[config.mk]
export PLATFORM = sky130hd
export DESIGN_NAME = sync_hunt_rx
export DESIGN_NICKNAME = d
export VERILOG_FILES = /design/src/rtl/shr_pkg.sv /design/src/rtl/shr_window.sv /design/src/rtl/shr_match.sv /design/src/rtl/shr_bitcnt.sv /design/src/rtl/sync_hunt_rx.sv
export SDC_FILE = /design/constraint.sdc
export NUM_CORES = 1
export LEC_CHECK = 0
export ABC_AREA = 1
export BUFFER_PORTS_ARGS = -buffer_cell sky130_fd_sc_hd__buf_4
export CAP_MARGIN = 20
export CORE_ASPECT_RATIO = 0.5
export CORE_MARGIN = 4
export CORE_UTILIZATION = 45
export DETAILED_ROUTE_END_ITERATION = 8
export PLACE_DENSITY = 0.68
export SYNTH_ARGS = -nofsm -noshare
export SYNTH_HDL_FRONTEND = slang
export SYNTH_HIERARCHICAL = 1
export SYNTH_SLANG_ARGS = --single-unit
[constraint.sdc]
create_clock -name clk -period 2.1 [get_ports clk]
set_input_delay 0.315 -clock clk [delete_from_list [all_inputs] [get_ports clk]]
set_output_delay 0.315 -clock clk [all_outputs]
set_load 0.01 [all_outputs]
[src/rtl/shr_pkg.sv]
package shr_pkg;

   typedef enum logic [1:0] {
      ST_SEEK1 = 2'd0,
      ST_SEEK2 = 2'd1,
      ST_FRAMED = 2'd2
   } shr_state_e;

endpackage

[src/rtl/shr_window.sv]
module shr_window #(
   parameter int DATA_W = 8,
   localparam int FW = DATA_W + 1,
   localparam int CW = $clog2(FW + 1)
) (
   input  logic          clk,
   input  logic          rst_n,
   input  logic          shift_en,
   input  logic          fill_en,
   input  logic          rx_in,
   input  logic [CW-1:0] span,
   output logic [FW-1:0] win_nx
);

   logic [FW-1:0] win_q;
   logic [FW-1:0] ones_fill;

   always_comb begin
      for (int i = 0; i < FW; i++) begin
         ones_fill[i] = (i < int'(span));
         if (i == int'(span) - 1)
            win_nx[i] = rx_in;
         else if (i < int'(span) - 1)
            win_nx[i] = win_q[i+1];
         else
            win_nx[i] = 1'b0;
      end
   end

   always_ff @(posedge clk or negedge rst_n) begin
      if (!rst_n)
         win_q <= '1;
      else if (fill_en)
         win_q <= ones_fill;
      else if (shift_en)
         win_q <= win_nx;
   end

endmodule

[src/rtl/shr_match.sv]
module shr_match #(
   parameter int DATA_W = 8
) (
   input  logic [DATA_W-1:0] word,
   input  logic [DATA_W-1:0] pattern,
   input  logic [DATA_W-1:0] care,
   output logic              hit
);

   logic [DATA_W-1:0] diff;

   for (genvar b = 0; b < DATA_W; b++) begin : g_bit
      assign diff[b] = care[b] & (word[b] ^ pattern[b]);
   end

   assign hit = ~|diff;

endmodule

[src/rtl/shr_bitcnt.sv]
module shr_bitcnt #(
   parameter int CW = 4
) (
   input  logic          clk,
   input  logic          rst_n,
   input  logic          clr,
   input  logic          step,
   input  logic [CW-1:0] limit,
   output logic          last
);

   logic [CW-1:0] cnt_q;

   assign last = (cnt_q == limit - CW'(1));

   always_ff @(posedge clk or negedge rst_n) begin
      if (!rst_n)
         cnt_q <= '0;
      else if (clr)
         cnt_q <= '0;
      else if (step)
         cnt_q <= cnt_q + CW'(1);
   end

endmodule

[src/rtl/sync_hunt_rx.sv]
module sync_hunt_rx #(
   parameter int DATA_W  = 8,
   parameter int MIN_LEN = 5,
   localparam int LEN_SPAN = DATA_W - MIN_LEN + 1,
   localparam int LSEL_W = (LEN_SPAN > 1) ? $clog2(LEN_SPAN) : 1,
   localparam int FW = DATA_W + 1,
   localparam int CW = $clog2(FW + 1)
) (
   input  logic              clk,
   input  logic              rst_n,
   input  logic              bit_en,
   input  logic              rx_in,
   input  logic [LSEL_W-1:0] len_sel,
   input  logic              par_en,
   input  logic              par_even,
   input  logic              one_sync,
   input  logic              ext_mode,
   input  logic [DATA_W-1:0] sync1,
   input  logic [DATA_W-1:0] sync2,
   input  logic              hunt_req,
   input  logic              stat_rd,
   input  logic              ext_sync,
   output logic [DATA_W-1:0] char_out,
   output logic              char_vld,
   output logic              par_err,
   output logic              sync_det,
   output logic              in_hunt
);
   import shr_pkg::*;

   if (MIN_LEN < 1 || MIN_LEN > DATA_W) begin : g_bad_len
      $error("sync_hunt_rx: MIN_LEN must lie in 1..DATA_W");
   end
   if (DATA_W < 2) begin : g_bad_width
      $error("sync_hunt_rx: DATA_W must be at least 2");
   end

   logic [CW-1:0]     len_c;
   logic [CW-1:0]     span;
   logic [FW-1:0]     win_nx;
   logic [DATA_W-1:0] word;
   logic [DATA_W-1:0] care;
   logic              pbit;
   logic [1:0]        hit;
   logic              last;
   logic              cnt_clr;
   logic              cnt_step;
   logic              det_set;
   logic              emit;
   logic              arm_q;
   logic              arm_nx;
   shr_state_e        st_q;
   shr_state_e        st_nx;
   logic [DATA_W-1:0] char_q;
   logic              vld_q;
   logic              perr_q;
   logic              det_q;

   always_comb begin
      if (MIN_LEN + int'(len_sel) > DATA_W)
         len_c = CW'(DATA_W);
      else
         len_c = CW'(MIN_LEN + int'(len_sel));
      span = len_c + CW'(par_en);
   end

   shr_window #(.DATA_W(DATA_W)) u_window (
      .clk      (clk),
      .rst_n    (rst_n),
      .shift_en (bit_en),
      .fill_en  (hunt_req),
      .rx_in    (rx_in),
      .span     (span),
      .win_nx   (win_nx)
   );

   always_comb begin
      for (int i = 0; i < DATA_W; i++) begin
         care[i] = (i < int'(len_c));
         word[i] = care[i] & win_nx[i];
      end
      pbit = par_en & win_nx[len_c];
   end

   for (genvar k = 0; k < 2; k++) begin : g_cmp
      shr_match #(.DATA_W(DATA_W)) u_match (
         .word    (word),
         .pattern ((k == 0) ? sync1 : sync2),
         .care    (care),
         .hit     (hit[k])
      );
   end

   shr_bitcnt #(.CW(CW)) u_bitcnt (
      .clk   (clk),
      .rst_n (rst_n),
      .clr   (cnt_clr),
      .step  (cnt_step),
      .limit (span),
      .last  (last)
   );

   always_comb begin
      st_nx    = st_q;
      arm_nx   = arm_q;
      cnt_clr  = 1'b0;
      cnt_step = 1'b0;
      det_set  = 1'b0;
      emit     = 1'b0;
      if (hunt_req) begin
         st_nx   = ST_SEEK1;
         arm_nx  = 1'b0;
         cnt_clr = 1'b1;
      end else if (bit_en) begin
         if (st_q != ST_FRAMED && ext_mode) begin
            if (ext_sync) begin
               st_nx   = ST_FRAMED;
               cnt_clr = 1'b1;
               det_set = 1'b1;
            end
         end else begin
            unique case (st_q)
               ST_SEEK1: begin
                  if (hit[0]) begin
                     cnt_clr = 1'b1;
                     if (one_sync) begin
                        st_nx   = ST_FRAMED;
                        det_set = 1'b1;
                     end else begin
                        st_nx = ST_SEEK2;
                     end
                  end
               end
               ST_SEEK2: begin
                  if (last) begin
                     cnt_clr = 1'b1;
                     if (hit[1]) begin
                        st_nx   = ST_FRAMED;
                        det_set = 1'b1;
                     end else if (!hit[0]) begin
                        st_nx = ST_SEEK1;
                     end
                  end else begin
                     cnt_step = 1'b1;
                  end
               end
               default: begin
                  if (ext_mode && ext_sync)
                     det_set = 1'b1;
                  if (last) begin
                     emit    = 1'b1;
                     cnt_clr = 1'b1;
                     if (!ext_mode) begin
                        if (one_sync) begin
                           if (hit[0])
                              det_set = 1'b1;
                        end else begin
                           if (arm_q && hit[1])
                              det_set = 1'b1;
                           arm_nx = hit[0];
                        end
                     end
                  end else begin
                     cnt_step = 1'b1;
                  end
               end
            endcase
         end
      end
   end

   always_ff @(posedge clk or negedge rst_n) begin
      if (!rst_n) begin
         st_q   <= ST_SEEK1;
         arm_q  <= 1'b0;
         det_q  <= 1'b0;
         vld_q  <= 1'b0;
         char_q <= '0;
         perr_q <= 1'b0;
      end else begin
         st_q  <= st_nx;
         arm_q <= arm_nx;
         vld_q <= emit;
         if (det_set)
            det_q <= 1'b1;
         else if (stat_rd)
            det_q <= 1'b0;
         if (emit) begin
            char_q <= word;
            perr_q <= par_en & ((^word) ^ pbit ^ ~par_even);
         end
      end
   end

   assign char_out = char_q;
   assign char_vld = vld_q;
   assign par_err  = perr_q;
   assign sync_det = det_q;
   assign in_hunt  = (st_q != ST_FRAMED);

endmodule

==> results of run 1 <==
## cells in the mapped netlist, types with 2 or more instances
| cell | n |
|---|---|
| nand4_1 | 7 |
| buf_2 | 2 |
| o21ai_1 | 3 |
| inv_2 | 10 |
| a21oi_1 | 15 |
| o21ai_2 | 3 |
| dfrtp_1 | 18 |
| o21ai_0 | 17 |
| nand2_2 | 7 |
| nor2_1 | 63 |
| nand3_1 | 40 |
| ha_1 | 13 |
| o211ai_1 | 3 |
| nand2_4 | 4 |
| nand3_2 | 4 |
| dfstp_2 | 8 |
| nand2_1 | 159 |
| clkinv_2 | 2 |
| o21a_1 | 2 |
| nor2_2 | 7 |
| inv_1 | 76 |
## layer usage
| layer | track usage (%) | vias up | part of all wire, % |
|---|---|---|---|
| li1 | - | 1793 | - |
| met1 | 31.9 | 1712 | 43 |
| met2 | 36.6 | 169 | 46 |
| met3 | 4.24 | 29 | 8.9 |
| met4 | 2.28 | 0 | 2.6 |
| met5 | 0 | - | 0 |
## worst max-delay path by stage
stage	cells after the start	endpoint
floorplan	33	st_q[0]
global placement	31	st_q[0]
detailed placement	34	st_q[0]
CTS	31	st_q[1]
global route	35	u_bitcnt/cnt_q[2]
finish	35	u_bitcnt/cnt_q[2]
## registers in the layout, summed over array words and instances, names as in the netlist
signal,count
u_bitcnt/cnt_q,4
char_out,8
par_err,1
arm_q,1
sync_det,1
char_vld,1
st_q,2
u_window/win_q,8
## power by group through the flow
| stage | Combinational (mW) | Sequential [mW] | Clock (mW) |
|---|---|---|---|
| 2_1_floorplan | 0.803 | 0.636 | 0 |
| 3_3_place_gp | 1.36 | 0.642 | 0 |
| 3_5_place_dp | 1.37 | 0.642 | 0 |
| 4_1_cts | 1.52 | 0.635 | 0.466 |
| 5_1_grt | 1.98 | 0.651 | 0.487 |
| 6_report | 1.83 | 0.645 | 0.462 |
## final cells by class
class / instances / share of cell area, %
Clock buffer: 4 / 1.93
Inverter: 89 / 7.49
Multi-Input combinational cell: 363 / 47.8
Sequential cell: 26 / 14.3
Tap cell: 88 / 2.39
Timing Repair Buffer: 144 / 26.1
## timing repair
action,4_1_cts,5_1_grt
hold endpoints to repair,18,0
pin swaps,27,40
buffers inserted,9,20
gates cloned,2,1
setup endpoints to repair,26,26
gates resized for setup,47,71
hold buffers,1,0
## worst max-delay path: cells and delay by family
kind            cells  cell delay, ps
buf+inv            10             720
fa+ha+maj           4             950
simple gates       16            1590
compound gates      5             500
## cell families after synthesis
logic type               after synthesis
adder cells (fa/ha/maj)               14
buffers and inverters                 92
AND/OR/NAND/NOR                      294
flip-flops                            26
AO/OA/AOI/OAI                         52
==> key figures, run 1 <==
Setup path
  – Crit path from: len_sel[0]
  – Critical Path RT: 2240 ps
  – Arr. time, crit path: 4070 ps
  – CP max-delay cell: fa_1
  – CP dominant cell by count: inv_2
  – Maximum fanout along the worst path: 4
  – Crit Path Class: in -> reg
  – Critical Path Sink Type: register
  – FF-to-FF Start: u_window/win_q[8]
  – Reg2reg end: u_bitcnt/cnt_q[1]
  – FF-to-FF path depth: 17
  – Max incr delay on CP: 480 ps
  – Worst Setup Start Kind: input port
  – R2R Setup Slk: -500 ps

Yosys
  – Most used DFF post-synth: dfrtp_1
  – Largest family of logic cells by synthesized area: simple AND/OR/NAND/NOR gates
  – Number of distinct library cells after synthesis: 36
  – Asr flop ratio synth: 100%
  – Compound-Gate Fraction of Synth Area: 11.2%
  – EDFF count, synth: 0
  – Synth Area in XOR/XNOR: 0%
  – Warnings, synthesis: 6
  – Synth Area in Adders: 6.50%
  – Synth top area share: 21.2%
  – Top cells by area, synth: nand2_1 (21%), dfrtp_1 (16%), inv_1 (10%)
  – Syn Inst Count: 478
  – Cell area after synthesis: 2810 µm²
  – Syn nets: 521
  – Syn avg cell area: 5.88 µm²
  – Post-Synth Simple-Gate Area: 46.0%
  – Number of synthesized register bits: 26
  – Mux contribution to synthesized area: 0%
  – Leading area contributor after synthesis: nand2_1
  – Sequential share of the synthesized area: 23.5%

Finish
  – Most frequent cells in the layout: nand2_1 (142), buf_4 (114), inv_1 (63)
  – Fin cells: 714
  – Fillers: 420
  – Commonest non-fill, non-tap cell in the layout: nand2_1
  – Final instance area: 4610 µm²
  – Synthesis-to-finish area growth: 64.2%
  – Post-layout nets: 670
  – Finished Core Util: 76.2%
  – Storage cell area: 661 µm²
  – Area of the multi-input gates: 2200 µm²
  – Share of cells above drive strength 1: 43.8%
  – Diodes inserted: 0

CTS
  – CTS Buffer Depth: 2
  – Worst skew pair latency: 260 ps
  – CTS clk-pin slew, worst paths: 60 ps
  – Num CTS Buffers: 3
  – CTS tree: built
  – CTS H-tree lvls: 1
  – Clock sink count: 26
  – Root buf cell: clkbuf_16

Placement
  – Placed Cells: 681
  – # port buffers: 40
  – Global placer's final weighted congestion: 0.928
  – Area after DPL: 3890 µm²
  – Post-DP HPWL: 6640 µm
  – Place WS: -2050 ps

Pwr
  – Clk pwr share: 15.7%
  – Overall power: 2.94 mW
  – Pwr Density: 638 nW/µm²
  – Internal power: 1.72 mW
  – Peak supply drop: 538 µV
  – Leakage: 2.46 nW
  – Switching share of power: 41.6%
  – Sequential share of power: 21.9%
  – Sw power: 1.22 mW
  – Comb pwr share: 62.4%

Timing
  – Max Clock Skew: 6.30 ps
  – Min cycle time layout: 3930 ps
  – Final setup vio count: 26
  – Fmax: 0.255 GHz
  – Period utilization: 187%
  – Setup ws final: -1830 ps
  – Fin. max-slew vios: 0
  – Worst Tran Pin Value: 447 ps
  – Rel. slew slack: 70.2%
  – Unrepaired setup endpoints after global routing: true
  – Hold slack: 222 ps
  – TNS Setup: -26800 ps
  – Final number of hold-violating endpoints: 0

Route
  – Routed len/inst: 14.5 µm
  – TritonRoute pass-1 iters: 6
  – Routed WL: 10400 µm
  – # DRC: 0
  – Average vias per placed instance: 5.19
  – Post-route ant nets: 0
  – DRT iter0 DRCs: 288
  – Vias post-DR: 3703

Worst hold path
  – Hold Path Depth: 2
  – Hold wc startpoint: stat_rd
  – Hold/Removal Path Class: in -> reg
  – Hold path endpoint: sync_det

Global routing
  – Initial antenna violation count: 0
  – Largest net degree at the start of global routing: 27
  – Number of global-route vias before repair: 3027
  – Total grt overflow: 0
  – Wire length of the first global-routing pass: 14100 µm
  – GRT Total Usage: 22.4%

Floorplan
  – Chip Width: 120 µm
  – Die area: 7650 µm²
  – Die Height: 63.9 µm
  – Core Area: 6060 µm²
  – Rows: 20
  – IO Count: 41
  – Starting Density: 46.4%

Outcome
  – Failing checks: negative setup slack
  – Run status: finished, violations left

Run
  – Number of max-cap violations: 0
(Power assumes the default switching activity.)
==> run 2: changes to the inputs <==
CORE_UTILIZATION = 52   (was 45)
PLACE_DENSITY = 0.78   (was 0.68)
SYNTH_HIERARCHICAL = not set   (was 1)
==> run 2 against run 1 <==
- the flow still finishes with violations (negative setup slack)
- flip-flop and latch count unchanged
- count of clock-buffer cells in the layout unchanged
- sequential share of layout area increased by 3.9 points
- worst setup slack improved by 1200 ps
- first-iteration DRC count grew 0.69%
- critical path depth down 12
- non-clock buffer count decreased by 42
- register-to-register slack better by 530 ps
==> key figures, run 2 <==
Outcome
  – Run status: finished, violations left
  – Failing checks: negative setup slack

Pwr
  – Sw power: 1.04 mW
  – Comb pwr share: 59.0%
  – Clk pwr share: 14.2%
  – Peak supply drop: 505 µV
  – Sequential share of power: 26.7%
  – Pwr Density: 661 nW/µm²
  – Internal power: 1.35 mW
  – Switching share of power: 43.5%
  – Leakage: 1.91 nW
  – Overall power: 2.39 mW

Setup path
  – Critical Path RT: 2260 ps
  – Critical Path Sink Type: register
  – Arr. time, crit path: 2850 ps
  – Crit Path Class: in -> reg
  – Worst Setup Start Kind: input port
  – Maximum fanout along the worst path: 8

Route
  – Vias post-DR: 3079
  – Routed len/inst: 16.3 µm
  – TritonRoute pass-1 iters: 5
  – Average vias per placed instance: 5.76
  – Routed WL: 8750 µm
  – # DRC: 0
  – DRT iter0 DRCs: 290
  – Post-route ant nets: 0

Floorplan
  – Core Area: 4450 µm²
  – IO Count: 41
  – Die area: 5900 µm²
  – Chip Width: 105 µm
  – Rows: 17
  – Starting Density: 54.7%
  – Die Height: 56.4 µm

Finish
  – Post-layout nets: 520
  – Synthesis-to-finish area growth: 48.8%
  – Share of cells above drive strength 1: 38.5%
  – Diodes inserted: 0
  – Most frequent cells in the layout: nand2_1 (111), buf_4 (93), inv_1 (48)
  – Commonest non-fill, non-tap cell in the layout: nand2_1
  – Finished Core Util: 81.4%
  – Fillers: 310

Timing
  – Max Clock Skew: 5.65 ps
  – Fmax: 0.373 GHz
  – Setup ws final: -584 ps
  – Hold slack: 269 ps
  – Min cycle time layout: 2680 ps
  – Unrepaired setup endpoints after global routing: true
  – Final number of hold-violating endpoints: 0
  – Period utilization: 128%
  – Fin. max-slew vios: 0
  – Rel. slew slack: 65.8%
  – TNS Setup: -8140 ps
  – Final setup vio count: 18
  – Worst Tran Pin Value: 513 ps

Placement
  – Global placer's final weighted congestion: 0.902
  – Place WS: -828 ps
  – # port buffers: 40
  – Post-DP HPWL: 5810 µm

Yosys
  – Cell area after synthesis: 2430 µm²
  – Most used DFF post-synth: dfrtp_1
  – Sequential share of the synthesized area: 27.2%
  – Number of synthesized register bits: 26
  – Syn nets: 416
  – Leading area contributor after synthesis: nand2_1
  – Top-count cell post-synth: nand2_1
  – EDFF count, synth: 0
  – Synth top area share: 18.8%
  – Post-synth top cells: nand2_1 (122), inv_1 (53), nand3_1 (36), nor2_1 (22), dfrtp_1 (18)
  – Top cells by area, synth: nand2_1 (19%), dfrtp_1 (19%), dfstp_2 (8.6%)
  – Number of distinct library cells after synthesis: 32
  – Syn avg cell area: 6.48 µm²
  – Warnings, synthesis: 0
  – Asr flop ratio synth: 100%
  – Syn Inst Count: 375

Global routing
  – Wire length of the first global-routing pass: 13300 µm
  – Initial antenna violation count: 0
  – Met2 usage: 46.6%
  – Met3 GRT Util: 6.54%
  – GRT busiest layer: met2
  – Total grt overflow: 0
  – GRT Total Usage: 27.7%
  – Number of global-route vias before repair: 2843
  – Met1 Resource Use GR: 36.0%
  – Largest net degree at the start of global routing: 27

CTS
  – CTS H-tree lvls: 1
  – CTS clk-pin slew, worst paths: 90 ps
  – Clock sink count: 26
  – CTS Buffer Depth: 2
  – CTS tree: built
  – Num CTS Buffers: 3
  – Root buf cell: clkbuf_8
  – Worst skew pair latency: 280 ps

Worst hold path
  – Hold/Removal Path Class: in -> reg

Run
  – Number of max-cap violations: 0
run 2: cell types whose count changed after synthesis, sizes merged, moves of 3 or more:
cell	before	now
inv	87	55
buf	3	6
xor2	0	14
nor3	1	4
nand4	7	13
o21ai	23	20
nand2	171	135
nor2	70	25
nand3	44	37
run 2: power groups by stage:
stage / Combinational, mW / Clock (mW) / Sequential [mW]
after global placement: 1.15 / 0 / 0.639
after detailed placement: 1.19 / 0 / 0.640
after floorplan: 0.710 / 0 / 0.651
final: 1.41 / 0.341 / 0.640
after global routing: 1.53 / 0.364 / 0.649
after CTS: 1.26 / 0.346 / 0.631
run 2: worst max-delay path: stages:
cell and delay (ps):
buf_8 100, ha_4 160, nor2_4 170, ha_4 240, inv_2 130, ha_4 160, inv_2 40, nand3_4 60
nand2_4 80, buf_12 140, nand3_2 60, nand2_1 60, nand2_2 150, xor2_1 170, nand2_1 100, nor2_4 150
nand2_2 90, nand2_1 80, nand2_1 60, nand2_1 50, nand2_1 60, nand2_2 110, nor2_1 90
run 2: per-stage QoR:
stage          cell area, µm²  cells
3_3_place_gp             3220    513
6_report                 3620    535
3_5_place_dp             3220    513
5_1_grt                  3620    535
2_1_floorplan            2540    375
4_1_cts                  3420    525
run 2: timing repair:
action                     in CTS  in global routing
buffers inserted                5                  9
hold endpoints to repair       18                  0
setup endpoints to repair      18                 22
gates cloned                    2                  1
hold buffers                    1                  0
pin swaps                      18                 17
gates resized for setup        20                 38
run 2: path summary, 6_finish.rpt:
check | start | end | slack [ps] | cells past startpoint
setup / recovery | len_sel[1] | u_bitcnt.cnt_q[3] | -580 | 23
hold / removal | stat_rd | sync_det | 270 | 4
setup reg to reg | st_q[0] | par_err | 30 | 14
hold reg to reg | par_err | par_err | 490 | 2
max in group asynchronous | rst_n | u_window.win_q[3] | 1300 | 2
min in group asynchronous | rst_n | u_bitcnt.cnt_q[1] | 490 | 2
run 2: area by class of cell:
class,count,area [µm²],area share (%)
multi-input cells,289,1790,49.4
repair buffers,102,815,22.5
flip-flops and latches,26,661,18.3
inverters,56,218,6.02
well taps,57,71.3,1.97
clock buffers,4,55.1,1.52
repair inverters,1,11.3,0.311
run 2: per-layer routing:
layer / wire length [µm] / share of wire, %
met1: 3530 / 40
met3: 986 / 11
met5: 0 / 0
met4: 262 / 3.0
met2: 3970 / 45
run 2: kinds of logic (layout without fill, tap and decap cells):
family	count (synthesis)	after routing	share of synthesized area (%)
flip-flops	26	26	27.2
AO/OA/AOI/OAI	42	42	10.0
adder cells (fa/ha/maj)	12	12	6.18
buffers and inverters	62	163	10.7
AND/OR/NAND/NOR	217	219	40.1
XOR/XNOR	15	15	5.40
multiplexers	1	1	0.463
==> run 3: changes to the inputs <==
CORE_UTILIZATION = 60   (was 52)
PLACE_DENSITY = 0.84   (was 0.78)
clock period = 3.3 ns   (was 2.1 ns; I/O delays follow)
==> run 3 against run 2 <==
- the flow now finishes without violations
- critical path depth did not move
- worst setup slack improved by 780 ps
- final cell count fell by 9.9%
- sequential power fell by 35%
- count of clock-buffer cells in the layout fell by 1
- combinational power fell by 53%
- clock power fell by 18%
- global-route usage rose by 0.34 points
- wire length fell by 19%
- flip-flop and latch count did not move
- cell area fell by 18%
==> key figures, run 3 (synthesized netlist as in run 2, its figures left out) <==
Finish
  – Final instance area: 2960 µm²
  – Synthesis-to-finish area growth: 21.6%
  – Most frequent cells in the layout: nand2_1 (120), buf_4 (55), inv_1 (52)
  – Fin cells: 482
  – Post-layout nets: 470
  – Finished Core Util: 75.7%
  – Diodes inserted: 0
  – Share of cells above drive strength 1: 22.9%
  – Commonest non-fill, non-tap cell in the layout: nand2_1

Pwr
  – Sequential share of power: 30.6%
  – Overall power: 1.36 mW
  – Sw power: 570 µW
  – Clk pwr share: 20.5%
  – Pwr Density: 460 nW/µm²
  – Comb pwr share: 48.9%
  – Leakage: 1.62 nW
  – Peak supply drop: 243 µV
  – Switching share of power: 41.9%
  – Internal power: 789 µW

CTS
  – Clock sink count: 26
  – CTS H-tree lvls: 1
  – CTS Buffer Depth: 2
  – Hold Buf Count CTS: 0
  – Root buf cell: clkbuf_8
  – Num CTS Buffers: 3
  – CTS tree: built
  – Worst skew pair latency: 280 ps
  – CTS clk-pin slew, worst paths: 100 ps

Floorplan
  – Core Area: 3900 µm²
  – Die Height: 53.0 µm
  – Starting Density: 62.3%
  – Chip Width: 98.0 µm
  – IO Count: 41
  – Rows: 16
  – Die area: 5200 µm²

Timing
  – Worst Tran Pin Value: 416 ps
  – Final setup vio count: 0
  – Max Clock Skew: 2.15 ps
  – Setup ws final: 197 ps
  – Period utilization: 94.0%
  – Min cycle time layout: 3100 ps
  – Rel. slew slack: 72.0%
  – TNS Setup: 0 ps
  – Unrepaired setup endpoints after global routing: false
  – Fin. max-slew vios: 0
  – Hold slack: 105 ps
  – Fmax: 0.322 GHz
  – Final number of hold-violating endpoints: 0

Setup path
  – CP max-delay cell: ha_2
  – Crit Path Class: in -> reg
  – FF-to-FF path depth: 13
  – Critical path cell sequence: buf_4 > ha_1 > nor2_2 > ha_2 > xnor2_1 > ha_2 > inv_1 > nand3_1 > nand2_4 > inv_1 > nand4_1 > nand2_2 > nand2_1 > nand2_1 > nand2_1 > nor2_2 > nand2_2 > nand2_1 > nand2_1 > nand2_1 > nand2_1 > nand2_2 > nor2_1
  – CP dominant cell by count: nand2_1
  – Critical Path RT: 3480 ps
  – Maximum fanout along the worst path: 13
  – Arr. time, crit path: 3280 ps
  – Worst Setup Start Kind: input port
  – Critical Path Sink Type: register
  – Max incr delay on CP: 240 ps

Worst hold path
  – Hold/Removal Path Class: in -> async

Global routing
  – Wire length of the first global-routing pass: 11600 µm
  – Total grt overflow: 0
  – GRT Total Usage: 28.0%
  – Initial antenna violation count: 0
  – Number of global-route vias before repair: 2582
  – Largest net degree at the start of global routing: 27

Route
  – DRT iter0 DRCs: 222
  – TritonRoute pass-1 iters: 5
  – Routed len/inst: 14.7 µm
  – # DRC: 0
  – Vias post-DR: 2683
  – Average vias per placed instance: 5.57
  – Post-route ant nets: 0
  – Routed WL: 7080 µm

Placement
  – # port buffers: 40
  – Placed Cells: 477
  – Post-DP HPWL: 5550 µm
  – Global placer's final weighted congestion: 0.895
  – Place WS: -210 ps
  – Area after DPL: 2860 µm²

Outcome
  – Run status: finished, final reports clean

Run
  – Number of max-cap violations: 0
## run 3: cell count changes in the layout (fill, tap and decap cells not counted), moves of 5 or more
cell,delta
buf_4,-38
buf_6,-5
nand2_1,+9
nand2_2,-6
nand2_4,-5
nand3_1,+10
nand3_2,-8
o21ai_0,+10
o21ai_1,-9
## run 3: worst paths after layout
kind | slack (ps) | from | end
hold / removal | 110 | rst_n | char_out[2]
setup / recovery | 200 | len_sel[0] | u_bitcnt.cnt_q[3]
max in group asynchronous | 2890 | rst_n | u_window.win_q[8]
setup reg to reg | 1170 | st_q[1] | par_err
hold reg to reg | 500 | char_out[6] | char_out[6]
min in group clk | 440 | stat_rd | sync_det
## run 3: worst max-delay path, delay by kind of cell
kind | cells | cell delay (ps)
and+or+nand+nor | 16 | 1600
buffers and inverters | 3 | 340
adders and majority gates | 3 | 680
xor gates and xnor gates | 1 | 160
## run 3: final cells by class
| class | instances | area, µm² |
|---|---|---|
| Clock buffer | 3 | 41.3 |
| Clock inverter | 1 | 30.0 |
| Fill cell | 311 | 947 |
| Inverter | 56 | 210 |
| Multi-Input combinational cell | 287 | 1530 |
| Sequential cell | 26 | 661 |
| Tap cell | 54 | 67.6 |
| Timing Repair Buffer | 55 | 413 |
## run 3: timing repair
action | 4_1_cts | 5_1_grt
endpoints found under the setup margin | 0 | 8
hold endpoints to repair | 0 | 0
resized for setup | 0 | 8
setup buffers | 0 | 1
## run 3: routing by layer
layer | routed length, µm | share of wire (%) | up-vias | track usage (%)
met4 | 104 | 1.5 | 0 | 7.82
met5 | 0 | 0 | - | 0
met3 | 635 | 9.0 | 18 | 6.18
met1 | 3060 | 43 | 1230 | 36.1
li1 | - | - | 1306 | -
met2 | 3280 | 46 | 129 | 48.1
## run 3: power groups by stage
stage	Sequential, mW	Combinational [mW]	Clock (mW)
after global routing	0.423	0.743	0.290
after global placement	0.418	0.614	0
after detailed placement	0.420	0.635	0
after CTS	0.415	0.640	0.275
after floorplan	0.414	0.429	0
final	0.416	0.665	0.278
